[src/rtl/sst_pkg.sv]
// Package: field positions of the supervisor status word and read selects.
// Assumes the interrupt mask field starts at IM_LSB and fits below XLEN-1.
package sst_pkg;
    localparam int TE_BIT   = 0;
    localparam int SUP_BIT  = 1;
    localparam int PSUP_BIT = 2;
    localparam int WS_BIT   = 3;
    localparam int WU_BIT   = 4;
    localparam int VM_BIT   = 5;
    localparam int IM_LSB   = 8;

    typedef enum logic [1:0] {
        RD_STATUS = 2'd0,
        RD_CAUSE  = 2'd1
    } rd_sel_e;
endpackage

[src/rtl/sst_irq_pick.sv]
// Module: lowest-index priority picker over a pending vector.
// Assumes N >= 2; idx is meaningful only when any is high.
module sst_irq_pick #(
    parameter int N     = 8,
    parameter int IDX_W = $clog2(N)
) (
    input  logic [N-1:0]     req,
    output logic             any,
    output logic [IDX_W-1:0] idx
);
    // Scan from the top down so the lowest set bit is the last assignment.
    always_comb begin
        idx = '0;
        for (int i = N - 1; i >= 0; i--) begin
            if (req[i]) idx = IDX_W'(i);
        end
    end

    // Flag that some request is present.
    assign any = |req;
endmodule

[src/rtl/sst_status_reg.sv]
// Module: holds the status word; applies trap-entry updates or masked writes.
// Assumes a trap in the same cycle as a write takes precedence.
module sst_status_reg #(
    parameter int XLEN     = 64,
    parameter int NUM_IRQ  = 8,
    parameter bit HAS_WIDE = 1'b1
) (
    input  logic            clk,
    input  logic            rst_n,
    input  logic            trap_take,
    input  logic            wr_en,
    input  logic [XLEN-1:0] wr_data,
    output logic [XLEN-1:0] sr_q
);
    import sst_pkg::*;

    localparam logic [XLEN-1:0] IM_FIELD =
        {{(XLEN-NUM_IRQ){1'b0}}, {NUM_IRQ{1'b1}}} << IM_LSB;
    localparam logic [XLEN-1:0] WIDE_BITS = HAS_WIDE ?
        ((XLEN'(1) << WS_BIT) | (XLEN'(1) << WU_BIT)) : '0;
    localparam logic [XLEN-1:0] BASE_BITS =
        (XLEN'(1) << TE_BIT) | (XLEN'(1) << SUP_BIT) |
        (XLEN'(1) << PSUP_BIT) | (XLEN'(1) << VM_BIT);
    localparam logic [XLEN-1:0] WMASK = BASE_BITS | WIDE_BITS | IM_FIELD;
    localparam logic [XLEN-1:0] RST_SR = IM_FIELD | (XLEN'(1) << SUP_BIT) |
        (HAS_WIDE ? (XLEN'(1) << WS_BIT) : '0);

    logic [XLEN-1:0] sr_next;

    // Next status: trap entry first, then a masked software write.
    always_comb begin
        sr_next = sr_q;
        if (trap_take) begin
            sr_next[TE_BIT]   = 1'b0;
            sr_next[PSUP_BIT] = sr_q[SUP_BIT];
            sr_next[SUP_BIT]  = 1'b1;
        end else if (wr_en) begin
            sr_next = wr_data & WMASK;
        end
    end

    // Status register with synchronous reset to boot state.
    always_ff @(posedge clk) begin
        if (!rst_n) sr_q <= RST_SR;
        else        sr_q <= sr_next;
    end
endmodule

[src/rtl/sst_trap_ctrl.sv]
// Module: decides trap entry, forms the cause word, registers strobe and redirect.
// Assumes exceptions ignore trap enable and outrank interrupts.
module sst_trap_ctrl #(
    parameter int              XLEN     = 64,
    parameter int              NUM_IRQ  = 8,
    parameter int              CAUSE_W  = 6,
    parameter logic [XLEN-1:0] RESET_PC = 64'h2000,
    parameter logic [XLEN-1:0] TRAP_VEC = 64'h100
) (
    input  logic               clk,
    input  logic               rst_n,
    input  logic               te,
    input  logic [NUM_IRQ-1:0] imask,
    input  logic [NUM_IRQ-1:0] irq_pending,
    input  logic               exc_req,
    input  logic [CAUSE_W-1:0] exc_code,
    output logic               take,
    output logic               trap_taken,
    output logic [XLEN-1:0]    trap_cause,
    output logic               redirect_valid,
    output logic [XLEN-1:0]    redirect_pc
);
    localparam int IDX_W = $clog2(NUM_IRQ);

    logic             irq_any;
    logic [IDX_W-1:0] irq_idx;
    logic             irq_take;
    logic [XLEN-1:0]  cause_next;
    logic             trap_q;
    logic             boot_q;

    sst_irq_pick #(.N(NUM_IRQ), .IDX_W(IDX_W)) u_pick (
        .req (irq_pending & imask),
        .any (irq_any),
        .idx (irq_idx)
    );

    // Interrupts need trap enable; exceptions always enter.
    assign irq_take = irq_any && te;
    assign take     = exc_req || irq_take;

    // Cause word: exception code, else flagged interrupt number.
    always_comb begin
        if (exc_req) cause_next = XLEN'(exc_code);
        else         cause_next = {1'b1, (XLEN-1)'(irq_idx)};
    end

    // Strobe and cause registers; cause holds until the next trap.
    always_ff @(posedge clk) begin
        if (!rst_n) begin
            trap_q     <= 1'b0;
            trap_cause <= '0;
        end else begin
            trap_q <= take;
            if (take) trap_cause <= cause_next;
        end
    end

    // One-cycle boot redirect after reset.
    always_ff @(posedge clk) begin
        if (!rst_n) boot_q <= 1'b1;
        else        boot_q <= 1'b0;
    end

    assign trap_taken     = trap_q;
    assign redirect_valid = trap_q || boot_q;
    assign redirect_pc    = boot_q ? RESET_PC : TRAP_VEC;
endmodule

[src/rtl/sup_status_unit.sv]
// Module: top of the supervisor status and trap unit.
// Assumes NUM_IRQ + 8 < XLEN and CAUSE_W < XLEN.
module sup_status_unit #(
    parameter int              XLEN     = 64,
    parameter int              NUM_IRQ  = 8,
    parameter int              CAUSE_W  = 6,
    parameter bit              HAS_WIDE = 1'b1,
    parameter logic [XLEN-1:0] RESET_PC = 64'h2000,
    parameter logic [XLEN-1:0] TRAP_VEC = 64'h100
) (
    input  logic               clk,
    input  logic               rst_n,
    input  logic [NUM_IRQ-1:0] irq_pending,
    input  logic               exc_req,
    input  logic [CAUSE_W-1:0] exc_code,
    input  logic               sr_wr_en,
    input  logic [XLEN-1:0]    sr_wr_data,
    input  logic [1:0]         rd_sel,
    output logic [XLEN-1:0]    rd_data,
    output logic               trap_taken,
    output logic [XLEN-1:0]    trap_cause,
    output logic               redirect_valid,
    output logic [XLEN-1:0]    redirect_pc,
    output logic               priv_sup,
    output logic               prev_sup,
    output logic               xlen64,
    output logic               vm_enable
);
    import sst_pkg::*;

    logic [XLEN-1:0] sr_q;
    logic            take;

    sst_status_reg #(.XLEN(XLEN), .NUM_IRQ(NUM_IRQ), .HAS_WIDE(HAS_WIDE)) u_sr (
        .clk       (clk),
        .rst_n     (rst_n),
        .trap_take (take),
        .wr_en     (sr_wr_en),
        .wr_data   (sr_wr_data),
        .sr_q      (sr_q)
    );

    sst_trap_ctrl #(
        .XLEN(XLEN), .NUM_IRQ(NUM_IRQ), .CAUSE_W(CAUSE_W),
        .RESET_PC(RESET_PC), .TRAP_VEC(TRAP_VEC)
    ) u_trap (
        .clk            (clk),
        .rst_n          (rst_n),
        .te             (sr_q[TE_BIT]),
        .imask          (sr_q[IM_LSB +: NUM_IRQ]),
        .irq_pending    (irq_pending),
        .exc_req        (exc_req),
        .exc_code       (exc_code),
        .take           (take),
        .trap_taken     (trap_taken),
        .trap_cause     (trap_cause),
        .redirect_valid (redirect_valid),
        .redirect_pc    (redirect_pc)
    );

    // Mode outputs decoded from the held status word.
    assign priv_sup  = sr_q[SUP_BIT];
    assign prev_sup  = sr_q[PSUP_BIT];
    assign vm_enable = sr_q[VM_BIT];
    assign xlen64    = sr_q[SUP_BIT] ? sr_q[WS_BIT] : sr_q[WU_BIT];

    // Read mux for status and cause.
    always_comb begin
        case (rd_sel)
            RD_STATUS: rd_data = sr_q;
            RD_CAUSE:  rd_data = trap_cause;
            default:   rd_data = '0;
        endcase
    end
endmodule

[config.mk]
export PLATFORM = sky130hd
export DESIGN_NAME = sup_status_unit
export DESIGN_NICKNAME = d
export VERILOG_FILES = /design/src/rtl/sst_pkg.sv /design/src/rtl/sst_irq_pick.sv /design/src/rtl/sst_status_reg.sv /design/src/rtl/sst_trap_ctrl.sv /design/src/rtl/sup_status_unit.sv
export SDC_FILE = /design/constraint.sdc
export NUM_CORES = 1
export LEC_CHECK = 0
export ABC_AREA = 0
export BUFFER_PORTS_ARGS = -buffer_cell sky130_fd_sc_hd__buf_4
export CAP_MARGIN = 10
export CORE_AREA = 2 2 110 112
export DETAILED_ROUTE_END_ITERATION = 8
export DIE_AREA = 0 0 112 114
export SKIP_CTS_REPAIR_TIMING = 1
export SLEW_MARGIN = 25
export SYNTH_ARGS = -nofsm -noshare
export SYNTH_HDL_FRONTEND = slang
export SYNTH_SLANG_ARGS = --single-unit
[constraint.sdc]
create_clock -name clk -period 2 [get_ports clk]
set_clock_uncertainty 0.1 [all_clocks]
set_input_delay 0.1 -clock clk [delete_from_list [all_inputs] [get_ports clk]]
set_output_delay 0.1 -clock clk [all_outputs]
set_load 0.01 [all_outputs]
==> summary.md, run 1 <==
| Metric | Value |
|---|---|
| Vias in the first global route | `1392` |
| Via-per-instance ratio | `3.31` |
| Synth-to-Final Area Change | `2.88%` |
| GRT Resource Usage Total | `0.0811` |
| Worst EP required | `2070 ps` |
| Worst hold path class | `input pin to flop` |
| Critical path class | `flop to flop` |
| Clock Sinks | `23` |
| Die Span Y | `114 um` |
| Ant. Diodes | `0` |
| I/O Buffers | `63` |
| Final hold vios | `1` |
| Drt first pass iters | `4` |
| Top_reg_cell synth | `dfxtp_1` |
| Worst VDD drop | `0.000182 V` |
| Residual DRC | `0` |
| Cts bufs inserted | `3` |
| Die area | `12800 sq um` |
| Wire length per cell | `11.3 um` |
| Failing checks | `negative hold slack` |
| H-tree lvl count | `1` |
| Async SR Flop Fraction | `0` |
| Number of synthesized register bits | `23` |
| Setup slack after layout | `186 ps` |
| Post-synth top cells | `buf_4, dfxtp_1, inv_1, nand2_1` |
| Die width | `112 um` |
| CP arrival | `1890 ps` |
| M3 GR Usage | `0.0223` |
| Share of cells above drive strength 1 | `0.196` |
| Setup WS pre-CTS | `192 ps` |
| Met2 usage | `0.143` |
| Post-synth cell types | `30` |
| Root buf cell | `clkbuf_16` |
| Critical path launch point type | `flop` |
| TNS Setup | `0 ps` |
| Netlist Area Pre-Place | `2470 sq um` |
| Number of synthesized flops with an enable pin | `0` |
| M1 GR Usage | `0.0953` |
| Worst-path clk slew | `60 ps` |
| Seq/Total Area, Yosys | `0.186` |
| GR Overflow Total | `0` |
| Util after Layout | `0.217` |
| Hold_ws | `-2.72 ps` |
| Clk_lat worst skew | `250 ps` |
| Finished Cell Area | `2550 sq um` |
| Final Max Tran Viols | `0` |
| Period Utilization, post-route | `0.907` |
| Final min period | `1810 ps` |
| Initial antenna violation count | `0` |
| CTS tree | `done` |
| Max-cap violations | `0` |
| CP Max Fanout | `14` |
| Pin count of the biggest net entering global routing | `19` |
| Yosys top cell area share | `0.516` |
| Top Usage Layer GRT | `met2` |
| Main area contributors after synthesis | `buf_4, dfxtp_1, mux2i_1` |
| Post-DP Area | `2460 sq um` |
| Final Net Count | `457` |
| Initial core utilization | `0.211` |
| First-pass GRT wire length | `7920 um` |
| Rows | `40` |
| Post-synth top area cell | `buf_4` |
| RSZ-0062 raised after global routing | `false` |
| Post-DP HPWL | `4830 um` |
| Core box area | `11700 sq um` |
| Post-Syn Instances | `314` |
| Leak pwr | `1.42 nW` |
| Endpoints failing setup | `0` |
| Num ports | `282` |
| Design Power | `0.00137 W` |
| F_max | `0.551 GHz` |
| Via count | `1719` |
| Max clock buf depth | `2` |
| Fillers | `1324` |
| GPL Wtd Cong | `0.729` |
| Synth warn | `0` |
| Most common cell in the netlist | `buf_4` |
| Crit. End Element | `flop` |
| Syn avg cell area | `7.88 sq um` |
| Outcome | `complete, but fails checks` |
| Post-route ant nets | `0` |
| Drt total wl | `5840 um` |
| PD cells | `537 nW/um^2` |
| First DRT Iteration DRCs | `98` |
path summary, 6_finish.rpt:
path | startpoint | endpoint | slack [ps] | cells after the start
setup / recovery | u_sr.sr_q[11] | u_sr.sr_q[2] | 190 | 5
hold / removal | sr_wr_data[5] | u_sr.sr_q[5] | -3 | 3
setup reg to reg | u_sr.sr_q[11] | u_sr.sr_q[2] | 190 | 5
hold reg to reg | u_trap.trap_cause[2] | u_trap.trap_cause[2] | 370 | 2
cells by family (layout without fill, tap and decap cells):
group / count (synthesis) / count (layout) / synth area share
and+or+nand+nor: 50 / 50 / 0.0991
DFF: 23 / 23 / 0.186
AOI/OAI and AO/OA: 36 / 36 / 0.112
buffers and inverters: 192 / 83 / 0.552
muxes: 12 / 12 / 0.0490
other: 1 / 168 / 0.00152
cells in the final DEF (no fill, tap or decap):
cell and n:
o41ai_4 1, nor3_1 11, nor2_1 10, dlygate4sd3_1 1
and3b_1 1, clkinv_1 1, o41a_1 1, and3_4 1
mux2_2 1, a21o_1 1, a22oi_1 1, a32o_1 1
o211ai_1 10, o21ai_0 4, a211oi_1 2, dfxtp_1 23
mux2i_1 11, inv_1 12, nand3_1 5, nand2_1 12
conb_1 168, a41o_1 1, clkbuf_16 3, buf_4 65
a22o_1 5, clkinv_2 1, nand4_1 9, a21oi_1 7
a211o_1 1, or2_2 1, a31oi_1 1
area by class of cell:
cell class / count / area, sq um / area share
multi-input cells: 266 / 1270 / 0.501
repair buffers: 66 / 498 / 0.196
flip-flops and latches: 23 / 460 / 0.181
well taps: 147 / 184 / 0.0722
clock buffers: 3 / 75.1 / 0.0295
inverters: 13 / 48.8 / 0.0192
clock inverters: 1 / 5.00 / 0.00197
where the power goes:
group	switching [W]	internal (W)	total, W
Sequential	0.0000253	0.000486	0.000512
Clock	0.000168	0.000269	0.000437
Combinational	0.000281	0.000137	0.000418
registers in the layout (all words and copies together), names as in the netlist:
signal / count
u_trap.trap_cause: 7
u_trap.trap_taken: 1
u_trap.boot_q: 1
u_sr.sr_q: 14
stage by stage:
step / hold slack, ps / std cells
floorplan: 142 / 481
global placement: 241 / 514
detailed placement: 252 / 514
CTS: -15.7 / 518
global route: 10.1 / 519
finish: -2.72 / 519
metal layers:
| metal | up-vias | wire (um) |
|---|---|---|
| met5 | - | 0 |
| met4 | 0 | 59 |
| met3 | 2 | 594 |
| met2 | 125 | 2930 |
| met1 | 778 | 2250 |
| li1 | 814 | - |
worst max-delay path: stages, from the launching register on:
cell and delay, ps:
dfxtp_1 340, a22o_1 300, o41ai_4 410, buf_4 280, a21oi_1 90, a211oi_1 200
Power figures use the tool's default switching activity.
==> run 2, diff against run 1 <==
Clock period 2 ns to 2.3 ns, I/O delays scaled along.
==> summary.md, run 2 (synthesis gave the netlist of run 1 again) <==
| Metric | Value |
|---|---|
| Crit. End Element | `flop` |
| RSZ-0062 raised after global routing | `false` |
| Setup slack after layout | `478 ps` |
| H-tree lvl count | `1` |
| Int Power | `0.000777 W` |
| Final Max Tran Viols | `0` |
| Worst-path clk slew | `60 ps` |
| Ant. Diodes | `0` |
| Logic pwr share | `0.304` |
| Via count | `1737` |
| Die width | `112 um` |
| Via-per-instance ratio | `3.35` |
| TNS Setup | `0 ps` |
| Clk_lat worst skew | `260 ps` |
| Clock Sinks | `23` |
| Critical path origin | `u_sr.sr_q[11]` |
| Worst VDD drop | `0.000190 V` |
| Initial core utilization | `0.211` |
| Critical path launch point type | `flop` |
| I/O Buffers | `63` |
| Residual DRC | `0` |
| Cts bufs inserted | `3` |
| Most common cell after layout, fill and taps aside | `conb_1` |
| F_max | `0.549 GHz` |
| Sw frac | `0.347` |
| Period Utilization, post-route | `0.792` |
| GR Overflow Total | `0` |
| Initial antenna violation count | `0` |
| Setup crit end | `u_sr.sr_q[2]` |
| Core box area | `11700 sq um` |
| Synth-to-Final Area Change | `2.43%` |
| Final Net Count | `456` |
| Endpoints failing setup | `0` |
| Family with the most delay on the worst path | `compound AO/OA/AOI/OAI gates` |
| First DRT Iteration DRCs | `78` |
| Hold_ws | `-2.32 ps` |
| Share of cells above drive strength 1 | `0.194` |
| Wire length per cell | `11.3 um` |
| Clk pwr share | `0.322` |
| Worst r2r path cells | `5` |
| Fin cells | `518` |
| CP Max Fanout | `14` |
| Setup WS pre-CTS | `491 ps` |
| Placed cells | `514` |
| Critical path class | `flop to flop` |
| Critical Path Max Stage Delay | `420 ps` |
| Failing checks | `negative hold slack` |
| Top flop regs | `u_sr.sr_q: 14 flops, u_trap.trap_cause: 7 flops` |
| Most frequent cells in the layout | `conb_1, buf_4, dfxtp_1, inv_1, nand2_1` |
| GRT Resource Usage Total | `0.0809` |
| Post-route ant nets | `0` |
| Outcome | `complete, but fails checks` |
| Largest register by flop count | `u_sr.sr_q` |
| Num ports | `282` |
| PD cells | `470 nW/um^2` |
| Leak pwr | `1.41 nW` |
| Post-DP HPWL | `4800 um` |
| Worst path depth | `5` |
| Drt first pass iters | `7` |
| Reg-to-Reg Start | `u_sr.sr_q[11]` |
| Slowest CP cell | `o41ai_4` |
| Switching power | `0.000413 W` |
| Max reg flops | `14` |
| CP arrival | `1890 ps` |
| First-pass GRT wire length | `7990 um` |
| Rows | `40` |
| Die area | `12800 sq um` |
| Worst path cell trace | `a22o_1 > o41ai_4 > buf_4 > a21oi_1 > a211oi_1` |
| Final hold vios | `1` |
| CTS tree | `done` |
| Worst hold path class | `input pin to flop` |
| Die Span Y | `114 um` |
| R2R setup slack | `480 ps` |
| Sequential Power Share | `0.374` |
| Buffers & Inverters on Critical Path | `1` |
| Max-cap violations | `0` |
| Root buf cell | `clkbuf_16` |
| Worst EP required | `2370 ps` |
| Pin count of the biggest net entering global routing | `19` |
| Max clock buf depth | `2` |
| Drt total wl | `5860 um` |
| GPL Wtd Cong | `0.713` |
| Vias in the first global route | `1363` |
| Final min period | `1820 ps` |
| RR Endpoint | `u_sr.sr_q[2]` |
[run 2: cell count changes in the layout (fill, tap and decap cells not counted), sizes merged]
cell	previous run	this run
clkbuf	3	4
clkinv	2	1
dlygate4sd3	1	0
[run 2: power groups by stage]
| stage | Sequential (W) | Combinational (W) | Clock, W |
|---|---|---|---|
| after detailed placement | 0.000454 | 0.000359 | 0 |
| after global placement | 0.000454 | 0.000358 | 0 |
| after global routing | 0.000449 | 0.000398 | 0.000408 |
| after floorplan | 0.000452 | 0.000445 | 0 |
| after CTS | 0.000445 | 0.000360 | 0.000394 |
| final | 0.000445 | 0.000362 | 0.000384 |
[run 2: cell type report]
cell class	instances	area, sq um
fillers	1306	9180
multi-input cells	266	1270
repair buffers	65	488
flip-flops and latches	23	460
well taps	147	184
clock buffers	4	78.8
inverters	13	48.8
[run 2: through the flow]
| step | utilization | area (sq um) | total power (W) |
|---|---|---|---|
| after floorplan | - | 3100 | 0.000897 |
| after global placement | 0.210 | 2460 | 0.000812 |
| after detailed placement | 0.210 | 2460 | 0.000814 |
| after CTS | 0.216 | 2530 | 0.00120 |
| after global routing | 0.216 | 2530 | 0.00125 |
| final | 0.216 | 2530 | 0.00119 |
[run 2: metal layers]
metal / share of wire / up-vias / track usage / wire length, um
met4: 0.0094 / 0 / 0.0268 / 55
li1: - / 811 / - / -
met1: 0.38 / 795 / 0.0958 / 2250
met3: 0.099 / 2 / 0.0202 / 577
met5: 0 / - / 0 / 0
met2: 0.51 / 129 / 0.143 / 2980
[run 2: worst reg2reg max path, stage by stage (launching register included)]
cell and delay [ps]:
dfxtp_1 340, a22o_1 290, o41ai_4 420, buf_4 280
a21oi_1 100, a211oi_1 200
[run 2: worst min-delay path by stage]
stage                        startpoint           end  slack, ps  cells past startpoint
after floorplan           sr_wr_data[4]  u_sr.sr_q[4]        160                      2
after global placement    sr_wr_data[1]  u_sr.sr_q[1]        260                      3
after detailed placement  sr_wr_data[1]  u_sr.sr_q[1]        260                      3
after CTS                 sr_wr_data[1]  u_sr.sr_q[1]         -6                      3
after global routing      sr_wr_data[1]  u_sr.sr_q[1]         10                      3
final                     sr_wr_data[1]  u_sr.sr_q[1]         -2                      3
==> run 3, diff against run 2 <==
Clock period 2.3 ns to 1.9 ns, I/O delays scaled along.
==> summary.md, run 3 (synthesis gave the netlist of run 1 again) <==
| Metric | Value |
|---|---|
| Outcome | `complete, but fails checks` |
| Failing checks | `negative hold slack` |
| Die Span Y | `114 um` |
| PD cells | `561 nW/um^2` |
| F_max | `0.567 GHz` |
| Setup slack after layout | `136 ps` |
| Worst EP required | `1990 ps` |
| CTS tree | `done` |
| First-pass GRT wire length | `8000 um` |
| Setup WS pre-CTS | `113 ps` |
| Fillers | `1317` |
| Final Max Tran Viols | `0` |
| Leak pwr | `1.43 nW` |
| Worst VDD drop | `0.000209 V` |
| Worst path cell trace | `a22o_1 > o41ai_4 > and3_4 > mux2i_1` |
| R2R setup slack | `140 ps` |
| Setup crit end | `u_sr.sr_q[5]` |
| Wire length per cell | `11.2 um` |
| Root buf cell | `clkbuf_16` |
| Critical path class | `flop to flop` |
| Worst hold path class | `input pin to flop` |
| Final min period | `1760 ps` |
| Drt first pass iters | `4` |
| Design Power | `0.00144 W` |
| Share of cells above drive strength 1 | `0.198` |
| Initial core utilization | `0.211` |
| Num ports | `282` |
| Post-DP HPWL | `4800 um` |
| Final hold vios | `4` |
| Top flop regs | `u_sr.sr_q: 14 flops, u_trap.trap_cause: 7 flops` |
| H-tree lvl count | `1` |
| Period Utilization, post-route | `0.928` |
| First DRT Iteration DRCs | `75` |
| Area occupied by multi-input gates | `1270 sq um` |
| I/O Buffers | `63` |
| Synth-to-Final Area Change | `3.74%` |
| CP arrival | `1850 ps` |
| CP Max Fanout | `11` |
| Family with the most delay on the worst path | `compound AO/OA/AOI/OAI gates` |
| Endpoints failing setup | `0` |
| Fin cells | `521` |
| Clock Sinks | `23` |
| RR Endpoint | `u_sr.sr_q[5]` |
| Die width | `112 um` |
| Most common cell after layout, fill and taps aside | `conb_1` |
| Slowest CP cell | `o41ai_4` |
| Post-route ant nets | `0` |
| Worst r2r path cells | `4` |
| Pin count of the biggest net entering global routing | `19` |
| Cts bufs inserted | `3` |
| GRT Resource Usage Total | `0.0807` |
| Via-per-instance ratio | `3.29` |
| Initial antenna violation count | `0` |
| Reg-to-Reg Start | `u_sr.sr_q[11]` |
| RSZ-0062 raised after global routing | `true` |
| Rows | `40` |
| Worst-path clk slew | `60 ps` |
| Final Net Count | `459` |
| Crit. End Element | `flop` |
| Ant. Diodes | `0` |
| Die area | `12800 sq um` |
| Max reg flops | `14` |
| Buffers & Inverters on Critical Path | `0` |
| Critical path origin | `u_sr.sr_q[11]` |
| Critical Path Max Stage Delay | `430 ps` |
| Core box area | `11700 sq um` |
| GR Overflow Total | `0` |
| Residual DRC | `0` |
| FF/Latch Area | `460 sq um` |
| GPL Wtd Cong | `0.731` |
| Hold_ws | `-7.91 ps` |
| Most frequent cells in the layout | `conb_1, buf_4, dfxtp_1, inv_1, nand2_1` |
| Clk_lat worst skew | `250 ps` |
| Via count | `1715` |
| Max clock buf depth | `2` |
| Critical path launch point type | `flop` |
| Vias in the first global route | `1383` |
| Largest register by flop count | `u_sr.sr_q` |
| Drt total wl | `5830 um` |
| Worst path depth | `4` |
| Placed cells | `515` |
| Max-cap violations | `0` |
-- run 3: cell types whose count changed in the layout (fill, tap and decap cells not counted) --
cell / delta
clkbuf_1: -1
buf_6: +1
dlygate4sd3_1: +2
clkinv_2: +1
-- run 3: worst reg2reg max path, cell delays in order (launching register included) --
cell and delay (ps):
dfxtp_1 340, a22o_1 290, o41ai_4 430, and3_4 350, mux2i_1 190
-- run 3: worst min path at each step --
stage / from / slack, ps / to / cells past startpoint
after floorplan: sr_wr_data[4] / 140 / u_sr.sr_q[4] / 2
after global placement: sr_wr_data[1] / 240 / u_sr.sr_q[1] / 3
after detailed placement: sr_wr_data[1] / 240 / u_sr.sr_q[1] / 3
after CTS: sr_wr_data[1] / -30 / u_sr.sr_q[1] / 3
after global routing: sr_wr_data[4] / 2 / u_sr.sr_q[4] / 3
final: exc_code[4] / -8 / u_trap.trap_cause[4] / 3
-- run 3: where the power goes --
group | switching, W | total [W] | internal [W] | leakage, nW
clock | 0.000176 | 0.000459 | 0.000283 | 0.0409
combinational | 0.000296 | 0.000443 | 0.000147 | 1.20
sequential | 0.0000270 | 0.000539 | 0.000512 | 0.190
-- run 3: final cells by class --
cell class	instances	share of cell area
clock buffer	3	0.0292
timing repair buffer	68	0.202
tap	147	0.0716
multi-input combinational	266	0.497
sequential	23	0.179
clock inverter	1	0.00195
inverter	13	0.0190
-- run 3: routing by layer --
layer,track usage,routed length [um],share of wire,vias up
li1,-,-,-,818
met1,0.0982,2350,0.40,777
met2,0.140,2870,0.49,118
met3,0.0218,561,0.096,2
met4,0.0244,48,0.0082,0
met5,0,0,0,-
-- run 3: metrics by stage --
step / util / TNS [ps] / cell area [sq um]
5_1_grt: 0.219 / -3.72 / 2570
4_1_cts: 0.217 / 0 / 2540
6_report: 0.219 / 0 / 2570
2_1_floorplan: - / 0 / 3100
3_3_place_gp: 0.210 / 0 / 2460
3_5_place_dp: 0.210 / 0 / 2460
